--- config.mk ---
export PLATFORM = sky130hd
export DESIGN_NAME = ea_ctx_qualifier
export DESIGN_NICKNAME = d
export VERILOG_FILES = /design/src/rtl/ea_ctx_pkg.sv /design/src/rtl/ea_quadrant_sel.sv /design/src/rtl/ea_realmode_addr.sv /design/src/rtl/ea_fault_fmt.sv /design/src/rtl/ea_ctx_qualifier.sv
export SDC_FILE = /design/constraint.sdc
export NUM_CORES = 1
export LEC_CHECK = 0
export BUFFER_PORTS_ARGS = -buffer_cell sky130_fd_sc_hd__buf_2
export CAP_MARGIN = 10
export CORE_AREA = 2 2 129 131
export DETAILED_ROUTE_END_ITERATION = 8
export DIE_AREA = 0 0 131 133
export PLACE_DENSITY = 0.67
export SLEW_MARGIN = 20
export SYNTH_ARGS = -nofsm -noshare
export SYNTH_HDL_FRONTEND = slang
export SYNTH_SLANG_ARGS = --single-unit
--- constraint.sdc ---
create_clock -name clk -period 2.21 [get_ports clk]
set_clock_uncertainty 0.15 [all_clocks]
set_input_delay 0 -clock clk [delete_from_list [all_inputs] [get_ports clk]]
set_output_delay 0 -clock clk [all_outputs]
set_load 0.03 [all_outputs]
--- src/rtl/ea_ctx_pkg.sv ---
package ea_ctx_pkg;
   localparam logic [1:0] ACC_FETCH = 2'd0;
   localparam logic [1:0] ACC_LOAD  = 2'd1;
   localparam logic [1:0] ACC_STORE = 2'd2;

   typedef enum logic [1:0] {
      FK_NONE = 2'd0,
      FK_ISEG = 2'd1,
      FK_DSEG = 2'd2
   } fault_kind_e;

   localparam logic [1:0] Q_USER   = 2'd0;
   localparam logic [1:0] Q_HVUSER = 2'd1;
   localparam logic [1:0] Q_HVOS   = 2'd2;
   localparam logic [1:0] Q_OS     = 2'd3;
endpackage

--- src/rtl/ea_quadrant_sel.sv ---
module ea_quadrant_sel #(
   parameter int PART_W = 12,
   parameter int PROC_W = 20
) (
   input  logic              hv,
   input  logic [1:0]        quad,
   input  logic [PART_W-1:0] part_reg,
   input  logic [PROC_W-1:0] proc_reg,
   output logic              illegal,
   output logic [PART_W-1:0] part_id,
   output logic [PROC_W-1:0] proc_id
);
   import ea_ctx_pkg::*;

   always_comb begin
      illegal = 1'b0;
      part_id = '0;
      proc_id = '0;
      if (hv) begin
         unique case (quad)
            Q_USER:   proc_id = proc_reg;
            Q_HVUSER: begin part_id = part_reg; proc_id = proc_reg; end
            Q_HVOS:   part_id = part_reg;
            default:  ;
         endcase
      end else begin
         unique case (quad)
            Q_USER:  begin part_id = part_reg; proc_id = proc_reg; end
            Q_OS:    part_id = part_reg;
            default: illegal = 1'b1;
         endcase
      end
   end
endmodule

--- src/rtl/ea_realmode_addr.sv ---
module ea_realmode_addr #(
   parameter int EA_W   = 64,
   parameter int RM_CLR = 4
) (
   input  logic [EA_W-1:0] ea,
   input  logic [EA_W-1:0] rmo,
   output logic [EA_W-1:0] real_addr
);
   localparam int KEEP_W = EA_W - RM_CLR;
   logic [EA_W-1:0] masked;

   generate
      if (RM_CLR == 0) begin : g_pass
         assign masked = ea;
      end else begin : g_clear
         assign masked = {{RM_CLR{1'b0}}, ea[KEEP_W-1:0]};
      end
   endgenerate

   assign real_addr = ea[EA_W-1] ? masked : (masked | rmo);
endmodule

--- src/rtl/ea_fault_fmt.sv ---
module ea_fault_fmt #(
   parameter int EA_W = 64
) (
   input  logic            illegal,
   input  logic [1:0]      acc,
   input  logic [EA_W-1:0] ea,
   output logic [1:0]      kind,
   output logic [EA_W-1:0] fault_addr
);
   import ea_ctx_pkg::*;

   always_comb begin
      kind       = FK_NONE;
      fault_addr = '0;
      if (illegal) begin
         if (acc == ACC_FETCH) begin
            kind = FK_ISEG;
         end else begin
            kind       = FK_DSEG;
            fault_addr = ea;
         end
      end
   end
endmodule

--- src/rtl/ea_ctx_qualifier.sv ---
module ea_ctx_qualifier #(
   parameter int EA_W   = 64,
   parameter int PART_W = 12,
   parameter int PROC_W = 20,
   parameter int RM_CLR = 4
) (
   input  logic              clk,
   input  logic              rst_n,
   input  logic              req_valid,
   output logic              req_ready,
   input  logic [EA_W-1:0]   req_ea,
   input  logic [1:0]        req_acc,
   input  logic              hv_mode,
   input  logic              inst_reloc,
   input  logic              data_reloc,
   input  logic [PART_W-1:0] part_reg,
   input  logic [PROC_W-1:0] proc_reg,
   input  logic [EA_W-1:0]   rmo_reg,
   output logic              rsp_valid,
   output logic              rsp_xlate,
   output logic              rsp_real,
   output logic              rsp_segfault,
   output logic [PART_W-1:0] rsp_part_id,
   output logic [PROC_W-1:0] rsp_proc_id,
   output logic [EA_W-1:0]   rsp_real_addr,
   output logic [1:0]        rsp_fault_kind,
   output logic [EA_W-1:0]   rsp_fault_addr
);
   import ea_ctx_pkg::*;

   localparam int QHI = EA_W - 1;
   localparam int QLO = EA_W - 2;

   generate
      if (EA_W < 8)             begin : g_bad_ea   $error("EA_W too small");   end
      if (RM_CLR >= EA_W)       begin : g_bad_clr  $error("RM_CLR too wide");  end
      if (PART_W < 1 || PROC_W < 1) begin : g_bad_id $error("ID width zero"); end
   endgenerate

   logic              reloc, real_path, accept;
   logic              q_illegal;
   logic [PART_W-1:0] q_part;
   logic [PROC_W-1:0] q_proc;
   logic [EA_W-1:0]   rm_addr, f_addr;
   logic [1:0]        f_kind;

   assign reloc     = (req_acc == ACC_FETCH) ? inst_reloc : data_reloc;
   assign real_path = hv_mode && !reloc;
   assign req_ready = !rsp_valid;
   assign accept    = req_valid && req_ready;

   ea_quadrant_sel #(.PART_W(PART_W), .PROC_W(PROC_W)) u_quad (
      .hv       (hv_mode),
      .quad     (req_ea[QHI:QLO]),
      .part_reg (part_reg),
      .proc_reg (proc_reg),
      .illegal  (q_illegal),
      .part_id  (q_part),
      .proc_id  (q_proc)
   );

   ea_realmode_addr #(.EA_W(EA_W), .RM_CLR(RM_CLR)) u_real (
      .ea        (req_ea),
      .rmo       (rmo_reg),
      .real_addr (rm_addr)
   );

   ea_fault_fmt #(.EA_W(EA_W)) u_fault (
      .illegal    (q_illegal && !real_path),
      .acc        (req_acc),
      .ea         (req_ea),
      .kind       (f_kind),
      .fault_addr (f_addr)
   );

   always_ff @(posedge clk) begin
      if (!rst_n) begin
         rsp_valid      <= 1'b0;
         rsp_xlate      <= 1'b0;
         rsp_real       <= 1'b0;
         rsp_segfault   <= 1'b0;
         rsp_part_id    <= '0;
         rsp_proc_id    <= '0;
         rsp_real_addr  <= '0;
         rsp_fault_kind <= FK_NONE;
         rsp_fault_addr <= '0;
      end else begin
         rsp_valid <= accept;
         if (accept) begin
            rsp_real       <= real_path;
            rsp_segfault   <= !real_path && q_illegal;
            rsp_xlate      <= !real_path && !q_illegal;
            rsp_part_id    <= real_path ? '0 : q_part;
            rsp_proc_id    <= real_path ? '0 : q_proc;
            rsp_real_addr  <= real_path ? rm_addr : '0;
            rsp_fault_kind <= f_kind;
            rsp_fault_addr <= f_addr;
         end
      end
   end

   // an accepted request yields the strobe on the next cycle
   a_r8_strobe_follows: assert property (@(posedge clk) disable iff (!rst_n)
      (req_valid && req_ready) |=> rsp_valid);
   // the strobe never lasts two cycles
   a_r8_single_pulse: assert property (@(posedge clk) disable iff (!rst_n)
      rsp_valid |=> !rsp_valid);
   // exactly one outcome per response
   a_r4_one_outcome: assert property (@(posedge clk) disable iff (!rst_n)
      rsp_valid |-> ($countones({rsp_xlate, rsp_real, rsp_segfault}) == 1));
   // instruction segment faults carry no address
   a_r5_iseg_no_addr: assert property (@(posedge clk) disable iff (!rst_n)
      (rsp_valid && rsp_fault_kind == FK_ISEG) |-> (rsp_fault_addr == '0));
   // bit 63 set means the offset is not applied
   a_r6_no_offset_high: assert property (@(posedge clk) disable iff (!rst_n)
      (rsp_valid && rsp_real && $past(req_ea[QHI])) |->
      (rsp_real_addr == {{RM_CLR{1'b0}}, $past(req_ea[EA_W-RM_CLR-1:0])}));
   // hypervisor quadrant 3 translation clears both IDs
   a_r2_hv_q3_zero: assert property (@(posedge clk) disable iff (!rst_n)
      (rsp_valid && rsp_xlate && $past(hv_mode) && $past(req_ea[QHI:QLO]) == 2'b11)
      |-> (rsp_part_id == '0 && rsp_proc_id == '0));
endmodule

Word level (Yosys, flattened, before mapping)
Cells that the tools add are included. Widths: inputs -> output; s select.

Muxes and demuxes: 17. Reductions and logical operators: 13. Equality and inequality tests: 3. Bitwise logic cells: 1.

Operator list (number): $mux 64 (4); $mux 20 (4); $or 60x64->64 (1); $mux 12 (4); $reduce_or 2->1 (3); $eq 2x2->1 const B (2); $logic_and 1x1->1 (4); $logic_not 1->1 (4); $logic_not 2->1 (2); $mux 2 (2); $mux 1 (3); $eq 2x1->1 const B (1).

Word-level logic and storage cells: 43. Flip-flop bits (word level): 166. Input bits: 168.

Logic depth before layout (Yosys ltp)
Gate-level depths: netlist (run 1).

Word-level depth: 7. Depth in mapped cells: 8. Depth with buffers taken out: 5.

Cells and area by module
A second synthesis (run 1) with hierarchy kept.

Cells, all modules: 945. Area total of the unflattened synthesis: 7913.8 sq um.

By module, submodules not included: ea_ctx_qualifier (area an instance 6226.0 sq um, cells each 745, instances 1, seq. area each 3323.2 sq um); ea_fault_fmt (area an instance 847.1 sq um, cells each 87, instances 1, seq. area each 0.0 sq um); ea_realmode_addr (area an instance 556.8 sq um, cells each 71, instances 1, seq. area each 0.0 sq um); ea_quadrant_sel (area an instance 284.0 sq um, cells each 42, instances 1, seq. area each 0.0 sq um).

Worst setup path after synthesis (run 1)
OpenSTA, ideal clock, no wires.

Path kind: flip-flop to flip-flop. Start point: reg rsp_valid. End point: reg rsp_real_addr[51]. Required time: 1990 ps. Setup slack: 523 ps. Arrival time: 1467 ps. Stages on the path, launching flop included: 7. Setup time: 70 ps. Cells stage by stage: dfxtp_1 nand2b_1 and2_1 clkbuf_1 buf_2 buf_2 o2bb2ai_1.

Longest elaborated chain between the ends: 2.

RTL lines: start, declared (RTL line ea_ctx_qualifier.sv:19) `output logic rsp_valid,`; start signal, assigned (RTL line ea_ctx_qualifier.sv:88) `rsp_valid <= accept;`; $logic_not 1->1 (RTL line ea_ctx_qualifier.sv:49) `assign req_ready = !rsp_valid;`; $logic_and 1x1->1 (RTL line ea_ctx_qualifier.sv:50) `assign accept = req_valid && req_ready;`; end signal, assigned (RTL line ea_ctx_qualifier.sv:95) `rsp_real_addr <= real_path ? rm_addr : '0;`; end, declared (RTL line ea_ctx_qualifier.sv:25) `output logic [EA_W-1:0] rsp_real_addr,`.

No other way between the ends. A chain may end at the register's enable or synchronous reset.

Final worst setup path (run 1)
Start point: in req_acc[0]. End point: reg rsp_fault_kind[0].

Longest elaborated chain between the ends: 7.

RTL lines: start, declared (RTL line ea_ctx_qualifier.sv:12) `input logic [1:0] req_acc,`; $logic_not 2->1 (*) (RTL line ea_fault_fmt.sv:16, ea_ctx_qualifier.sv:47); $mux 1 (RTL line ea_ctx_qualifier.sv:47) `assign reloc = (req_acc == ACC_FETCH) ? inst_reloc : data_reloc;`; $logic_not 1->1 (RTL line ea_ctx_qualifier.sv:48) `assign real_path = hv_mode && !reloc;`; $logic_and 1x1->1 (RTL line ea_ctx_qualifier.sv:48); $logic_not 1->1 (RTL line ea_ctx_qualifier.sv:69) `.illegal (q_illegal && !real_path),`; $logic_and 1x1->1 (RTL line ea_ctx_qualifier.sv:69); $mux 2 (*) (RTL line ea_fault_fmt.sv:15) `if (illegal) begin`; end signal, assigned (RTL line ea_ctx_qualifier.sv:96) `rsp_fault_kind <= f_kind;`; end, declared (RTL line ea_ctx_qualifier.sv:26) `output logic [1:0] rsp_fault_kind,`.

Mark *: on every way between the ends. The rest lies on a longest branch, timed or not.

==> results of run 1 <==
## area by class of cell
cell class | count | area [um^2] | area share
clock inverter | 12 | 114 | 0.0116
sequential | 166 | 3320 | 0.340
inverter | 8 | 30.0 | 0.00307
clock buffer | 20 | 467 | 0.0477
multi-input combinational | 256 | 1980 | 0.203
tap | 220 | 275 | 0.0281
timing repair buffer | 522 | 3590 | 0.367
## per-layer routing
layer / wire [um] / vias up / share of wire
li1: - / 2838 / -
met1: 8330 / 2873 / 0.40
met2: 10300 / 273 / 0.50
met3: 1400 / 47 / 0.068
met4: 641 / 0 / 0.031
met5: 0 / - / 0
## logic make-up after synthesis
| group | after synthesis |
|---|---|
| AO/OA/AOI/OAI | 229 |
| flip-flops | 166 |
| buffers and inverters | 52 |
| AND/OR/NAND/NOR | 24 |
| adder cells (fa/ha/maj) | 2 |
| XOR/XNOR | 1 |
## flip-flops by register name, indices dropped and copies added (netlist names)
name            cells
rsp_real_addr      64
rsp_xlate           1
rsp_real            1
rsp_part_id        12
rsp_proc_id        20
rsp_valid           1
rsp_fault_kind      2
rsp_segfault        1
rsp_fault_addr     64
## timing repair
action	4_1_cts	5_1_grt
hold buffers	171	0
setup endpoints to repair	0	2
setup buffers	0	7
endpoints found under the hold margin	166	0
gates resized for setup	0	1
## worst reg2reg max path, cell delays in order (launching register included)
cell and delay [ns]:
dfxtp_1 0.35, nand3b_1 0.24, inv_1 0.10, nand4_1 0.23
buf_12 0.23, o32ai_2 0.18, dlygate4sd3_1 0.57
## per-stage QoR
step | cell area [um^2] | setup slack (ns) | util
after floorplan | 5610 | 0.523 | -
after global placement | 7400 | 0.444 | 0.458
final | 9780 | 0.0649 | 0.605
after CTS | 9700 | 0.0335 | 0.600
after detailed placement | 7400 | 0.404 | 0.458
after global routing | 9780 | -0.0199 | 0.605
## final timing paths
| check | depth (start not counted) | endpoint | slack, ns |
|---|---|---|---|
| setup / recovery | 7 | rsp_fault_kind[0] | 0.06 |
| hold / removal | 5 | rsp_part_id[6] | 0.17 |
| setup reg to reg | 6 | rsp_real_addr[62] | 0.11 |
| hold reg to reg | 1 | rsp_real_addr[16] | 0.31 |
## power by group through the flow
stage | Combinational, mW | Clock (mW) | Sequential, mW
detailed placement | 0.761 | 0 | 3.20
global placement | 0.759 | 0 | 3.20
global route | 1.09 | 3.06 | 3.14
finish | 1.02 | 2.85 | 3.13
CTS | 0.996 | 2.93 | 3.13
floorplan | 0.247 | 0 | 3.38
## cell usage after synthesis, drive strengths merged
cell type  number
nor2            3
o32ai           4
ha              2
clkinv          1
dfxtp         166
a22o           77
o21ai           2
nand3           2
buf            34
nand4           1
nor2b           2
nand3b          1
nand2b          3
a21boi          2
clkbuf         10
o2bb2ai        61
nand4bb         1
a21oi          62
nand2           7
a32o           20
a311oi          1
inv             7
or3b            1
and2            2
nor3b           1
xor2            1
==> summary.md, run 1 <==
| Metric | Value |
|---|---|
| Distinct cells, synth | `29` |
| Setup TNS | `0 ns` |
| Placed Instances | `993` |
| Peak supply drop | `0.529 mV` |
| Leakage power total | `4.63 nW` |
| Overall routed net length | `20700 um` |
| Worst Path Arrival | `2.33 ns` |
| Post-Synth XOR/XNOR Area | `0.00156` |
| Post-Synthesis Cell Area | `0.00561 mm^2` |
| HP Class | `in -> reg` |
| Syn nets | `644` |
| Buffers on Ports | `334` |
| Pwr dens | `716 mW/mm^2` |
| Top post-synthesis cells by area | `dfxtp_1 59%, a22o_1 12%, o2bb2ai_1 9.5%, a21oi_1 5.4%, a32o_1 3.6%` |
| Top-Level Pins | `335` |
| Max stage delay on crit path | `0.62 ns` |
| Fin cells | `1204` |
| Die width | `131 um` |
| Status | `finished, final reports clean` |
| Mean cell area of the mapped netlist | `11.8 um^2` |
| Comb pwr share | `0.146` |
| Setup Viol. Count Final | `0` |
| Layout cell share with drive strength beyond 1 | `0.396` |
| CP max stage cell | `dlygate4sd3_1` |
| Worst Path Buf+Inv | `4` |
| Sw frac | `0.267` |
| Largest net degree at the start of global routing | `76` |
| Die Height | `133 um` |
| Rel. slew slack | `0.418` |
| FP Rows | `47` |
| Clock tree buffer depth | `2` |
| Worst setup EP type | `flip-flop` |
| GRT Max-Usage Layer | `met2` |
| Num CTS Buffers | `17` |
| GR Util All Layers | `0.223` |
| Clk pwr share | `0.407` |
| Number of max-cap violations | `0` |
| Internal | `5.14 mW` |
| Worst-Skew Late Latency | `0.40 ns` |
| Hold_ws | `0.166 ns` |
| Crit Path Class | `in -> reg` |
| Final Total Pwr | `7.01 mW` |
| Synth Area in Compound Gates | `0.321` |
| Synth top area share | `0.593` |
| Worst Setup SP | `req_acc[0]` |
| Starting density of the core | `0.347` |
| Area Growth Syn to Fin | `74.5%` |
| Initial antenna violation count | `0` |
| Largest family of logic cells by synthesized area | `compound AO/OA/AOI/OAI gates` |
| Switching power | `1.87 mW` |
| Hold path start | `req_acc[1]` |
| Die area | `0.0174 mm^2` |
| CORE AREA | `0.0162 mm^2` |
| Synth Instances | `474` |
| 1st-pass router iterations | `4` |
| Routability congestion estimate | `0.791` |
| Post-synthesis adder-cell area fraction | `0.00446` |
| Via count | `6031` |
| Total gr overflow | `0` |
| Sequential share of the synthesized area | `0.593` |
| Simple-gate share of the synthesized area | `0.0241` |
| GR Util met3 | `0.0566` |
| GR Util met2 | `0.394` |
| Area leader, netlist | `dfxtp_1` |
| DRT iter0 DRCs | `277` |
| Vias per cell | `5.01` |
| Crit path time final | `2.15 ns` |
| Reg clk slew, reported paths | `0.07 ns` |
| CTS tree | `built` |
| Filler cells | `1293` |
| Yosys warning count | `0` |
| Worst-Margin Slew | `0.873 ns` |
| CTS Sinks | `166` |
| Post-synthesis register bit count | `166` |
| Max-slew violation count | `0` |
| Worst R2R Start | `rsp_valid` |
| CTS H-tree depth | `4` |
| Fmax achieved | `0.466 GHz` |
| Reg power frac | `0.447` |
| Worst path cell trace | `dlygate4sd3_1 > buf_2 > nor2_1 > dlygate4sd3_1 > nand3_1 > dlygate4sd3_1 > a21boi_0` |
| Antenna diode count | `0` |
| CP Launch Type | `input pin` |
| Vias in the first global route | `6081` |
| Grt met1 use | `0.250` |
| First-pass GRT wire length | `30500 um` |
| Wire per inst | `17.2 um` |
| Post-DP HPWL | `12100 um` |
| Critical Path RT | `2.39 ns` |
| Fin crit share | `0.971` |
| Top delay family on crit path | `buffers and inverters` |
| Root Driver | `clkbuf_16` |
| Residual DRC | `0` |
| Most frequent cells in the layout | `334 x buf_2, 171 x dlygate4sd3_1, 166 x dfxtp_1` |
| CP dominant cell by count | `dlygate4sd3_1` |
| Crit path max fanout | `3` |
| Commonest non-fill, non-tap cell in the layout | `buf_2` |
| Antenna Nets Post-Route | `0` |
| Mux cell area share after synthesis | `0` |
| Layout Nets | `1141` |
| Final hold vios | `0` |
No activity file was read; power rests on OpenSTA's default activity.
==> run 2, diff against run 1 <==
CORE_AREA = default   (was 2 2 129 131)
CORE_MARGIN = 2   (was default)
CORE_UTILIZATION = 40   (was default)
DIE_AREA = default   (was 0 0 131 133)
PLACE_DENSITY = 0.69   (was 0.67)
SYNTH_HIERARCHICAL = 1   (was default)
==> summary.md, run 2 <==
| Metric | Value |
|---|---|
| Worst Setup SP | `rsp_valid (was req_acc[0])` |
| Commonest non-fill, non-tap cell in the layout | `buf_2 (unchanged)` |
| Worst-Margin Slew | `0.795 ns (was 0.873 ns)` |
| Leakage power total | `6.04 nW (was 4.63 nW)` |
| Peak supply drop | `0.489 mV (was 0.529 mV)` |
| GR Util All Layers | `0.259 (was 0.223)` |
| Starting density of the core | `0.407 (was 0.347)` |
| Crit Path Class | `reg -> reg (was in -> reg)` |
| Hold path start | `hv_mode (was req_acc[1])` |
| Max-slew violation count | `0 (unchanged)` |
| Post-synth ARST share | `0 (unchanged)` |
| Syn nets | `1115 (was 644)` |
| R2R Path End | `rsp_fault_addr[45] (was rsp_real_addr[62])` |
| Area Growth Syn to Fin | `56.2% (was 74.5%)` |
| Number of max-cap violations | `0 (unchanged)` |
| Worst-Skew Late Latency | `0.41 ns (was 0.40 ns)` |
| Vias per cell | `5.25 (was 5.01)` |
| Storage cell area | `0.00332 mm^2 (unchanged)` |
| Top-Level Pins | `335 (unchanged)` |
| Post-Synthesis Cell Area | `0.00791 mm^2 (was 0.00561 mm^2)` |
| Pwr dens | `646 mW/mm^2 (was 716 mW/mm^2)` |
| Setup Viol. Count Final | `0 (unchanged)` |
| First-pass GRT wire length | `43200 um (was 30500 um)` |
| Internal reg-to-reg setup slack | `0.11 ns (about the same)` |
| Initial antenna violation count | `0 (unchanged)` |
| Area leader, netlist | `dfxtp_1 (unchanged)` |
| Final hold vios | `0 (unchanged)` |
| Setup slack after layout | `0.106 ns (was 0.0649 ns)` |
| Post-synthesis register bit count | `166 (unchanged)` |
| Top post-synthesis cells by area | `dfxtp_1 42%, nand3_1 12%, o211a_1 8.1%, nand2_1 6.3%, a21o_1 5.7% (was dfxtp_1 59%, a22o_1 12%, o2bb2ai_1 9.5%, a21oi_1 5.4%, a32o_1 3.6%)` |
| Worst R2R Start | `rsp_valid (unchanged)` |
| CTS tree | `built (unchanged)` |
| Vias in the first global route | `8697 (was 6081)` |
| Layout Nets | `1595 (was 1141)` |
| Synth top area share | `0.420 (was 0.593)` |
| Overall routed net length | `28200 um (was 20700 um)` |
| Synth Instances | `945 (was 474)` |
| Most frequent cells in the layout | `333 x buf_2, 207 x dlygate4sd3_1, 195 x nand3_1 (was 334 x buf_2, 171 x dlygate4sd3_1, 166 x dfxtp_1)` |
| EDFF count, synth | `0 (unchanged)` |
| Top Registers | `rsp_fault_addr: 64 flops, rsp_real_addr: 64 flops, rsp_proc_id: 20 flops (unchanged)` |
| Wire per inst | `16.6 um (was 17.2 um)` |
| Status | `finished, final reports clean (unchanged)` |
| Fmax achieved | `0.475 GHz (was 0.466 GHz)` |
| Routability congestion estimate | `0.795 (was 0.791)` |
| CP Launch Type | `flip-flop (was input pin)` |
| Setup TNS | `0 ns (unchanged)` |
| Post-DP HPWL | `15700 um (was 12100 um)` |
| Total gr overflow | `0 (unchanged)` |
| Antenna Nets Post-Route | `0 (unchanged)` |
| Die Height | `145 um (was 133 um)` |
| Multi-input gate area | `0.00398 mm^2 (was 0.00198 mm^2)` |
| CTS H-tree depth | `4 (unchanged)` |
| Crit path max fanout | `53 (was 3)` |
| Distinct cells, synth | `34 (was 29)` |
| Critical Path RT | `2.41 ns (was 2.39 ns)` |
| Setup Slack @ Placement | `0.294 ns (was 0.404 ns)` |
| Num CTS Buffers | `17 (unchanged)` |
| Mean cell area of the mapped netlist | `8.37 um^2 (was 11.8 um^2)` |
| Die area | `0.0209 mm^2 (was 0.0174 mm^2)` |
| Rel. slew slack | `0.470 (was 0.418)` |
| Cell with the most instances after synthesis | `nand3_1 (was dfxtp_1)` |
| Antenna diode count | `0 (unchanged)` |
| Residual DRC | `0 (unchanged)` |
| Clock tree buffer depth | `2 (unchanged)` |
| Worst Path Arrival | `2.31 ns (was 2.33 ns)` |
| Buffers on Ports | `334 (unchanged)` |
| Die width | `145 um (was 131 um)` |
| Worst setup EP type | `flip-flop (unchanged)` |
| Top_reg_cell synth | `dfxtp_1 (unchanged)` |
| Hold Crit Depth | `6 (was 5)` |
| 1st-pass router iterations | `5 (was 4)` |
| Reg2Reg Depth | `5 (was 6)` |
| HP Class | `in -> reg (unchanged)` |
| Crit path time final | `2.10 ns (was 2.15 ns)` |
| Worst hold endpoint | `rsp_part_id[9] (was rsp_part_id[6])` |
| FP Rows | `51 (was 47)` |
| Largest net degree at the start of global routing | `115 (was 76)` |
| Root Driver | `clkbuf_16 (unchanged)` |
| Via count | `8938 (was 6031)` |
| Sequential share of the synthesized area | `0.420 (was 0.593)` |
| CTS Sinks | `166 (unchanged)` |
| Fin crit share | `0.952 (was 0.971)` |
| DRT iter0 DRCs | `494 (was 277)` |
| CORE AREA | `0.0195 mm^2 (was 0.0162 mm^2)` |
| Layout cell share with drive strength beyond 1 | `0.281 (was 0.396)` |
| Filler cells | `1592 (was 1293)` |
| Reg clk slew, reported paths | `0.06 ns (was 0.07 ns)` |
| Yosys warning count | `6 (was 0)` |
| Synth cell count leaders | `195 x nand3_1, 166 x dfxtp_1, 133 x nand2_1, 74 x o21ai_0, 64 x o211a_1 (was 166 x dfxtp_1, 77 x a22o_1, 61 x a21oi_1, 61 x o2bb2ai_1, 21 x buf_2)` |
## run 2: cell count changes in the layout (fill, tap and decap cells not counted), sizes merged, moves of 64 or more
cell,before,now
o21ai,2,98
a22o,77,0
a21boi,2,66
nand3,2,195
nand2,7,133
o211a,0,64
## run 2: timing repair
action,4_1_cts,5_1_grt
buffers inserted,0,6
hold buffers,207,0
endpoints found under the setup margin,0,7
gates resized for setup,0,0
hold endpoints to repair,166,0
## run 2: routing by layer
metal / part of all wire / vias to the layer above / global-route usage
met4: 0.038 / 0 / 0.121
li1: - / 4270 / -
met1: 0.40 / 4208 / 0.295
met5: 0 / - / 0
met2: 0.49 / 374 / 0.461
met3: 0.066 / 86 / 0.0576
## run 2: logic make-up (layout without fill, tap and decap cells)
group	count (synthesis)	after routing	share of synthesized area
simple gates	374	374	0.227
compound gates	291	291	0.265
flops	166	166	0.420
buf+inv	109	600	0.0809
fa+ha+maj	2	2	0.00316
mux	2	2	0.00316
xor+xnor	1	1	0.00111
## run 2: where the power goes
part | internal, mW | switching (mW)
clock | 2.15 | 1.27
sequential | 3.08 | 0.0421
combinational | 0.632 | 0.808
total | 5.86 | 2.12
## run 2: final cells by class
cell class / instances / area share
timing repair buffer: 566 / 0.328
multi-input combinational: 670 / 0.322
sequential: 166 / 0.269
clock buffer: 19 / 0.0358
tap: 265 / 0.0268
clock inverter: 11 / 0.0179
inverter: 4 / 0.00121
## run 2: worst max-delay path by stage
stage | to | slack, ns | cells past startpoint
finish | rsp_fault_addr[45] | 0.11 | 5
global placement | rsp_fault_addr[21] | 0.38 | 9
CTS | rsp_fault_addr[49] | 0.11 | 5
detailed placement | rsp_fault_addr[15] | 0.29 | 9
floorplan | rsp_real_addr[13] | 0.73 | 5
global route | rsp_fault_addr[45] | -0.002 | 5
## run 2: metrics by stage
stage                     total power, mW  instances   util  hold slack (ns)  instance area (um^2)
after detailed placement             4.33       1458  0.492            0.212                  9580
final                                7.98       1701  0.635            0.126                 12400
after global routing                 8.28       1701  0.635            0.159                 12400
after CTS                            8.00       1695  0.633            0.104                 12300
after global placement               4.33       1458  0.492            0.197                  9580
after floorplan                      3.94        945      -           0.0773                  7910
## run 2: critical path: stages (launching register included)
cell,delay [ns]
dfxtp_1,0.43
nand2b_4,0.32
buf_12,0.29
nand2_1,0.07
a21boi_0,0.19
dlygate4sd3_1,0.58
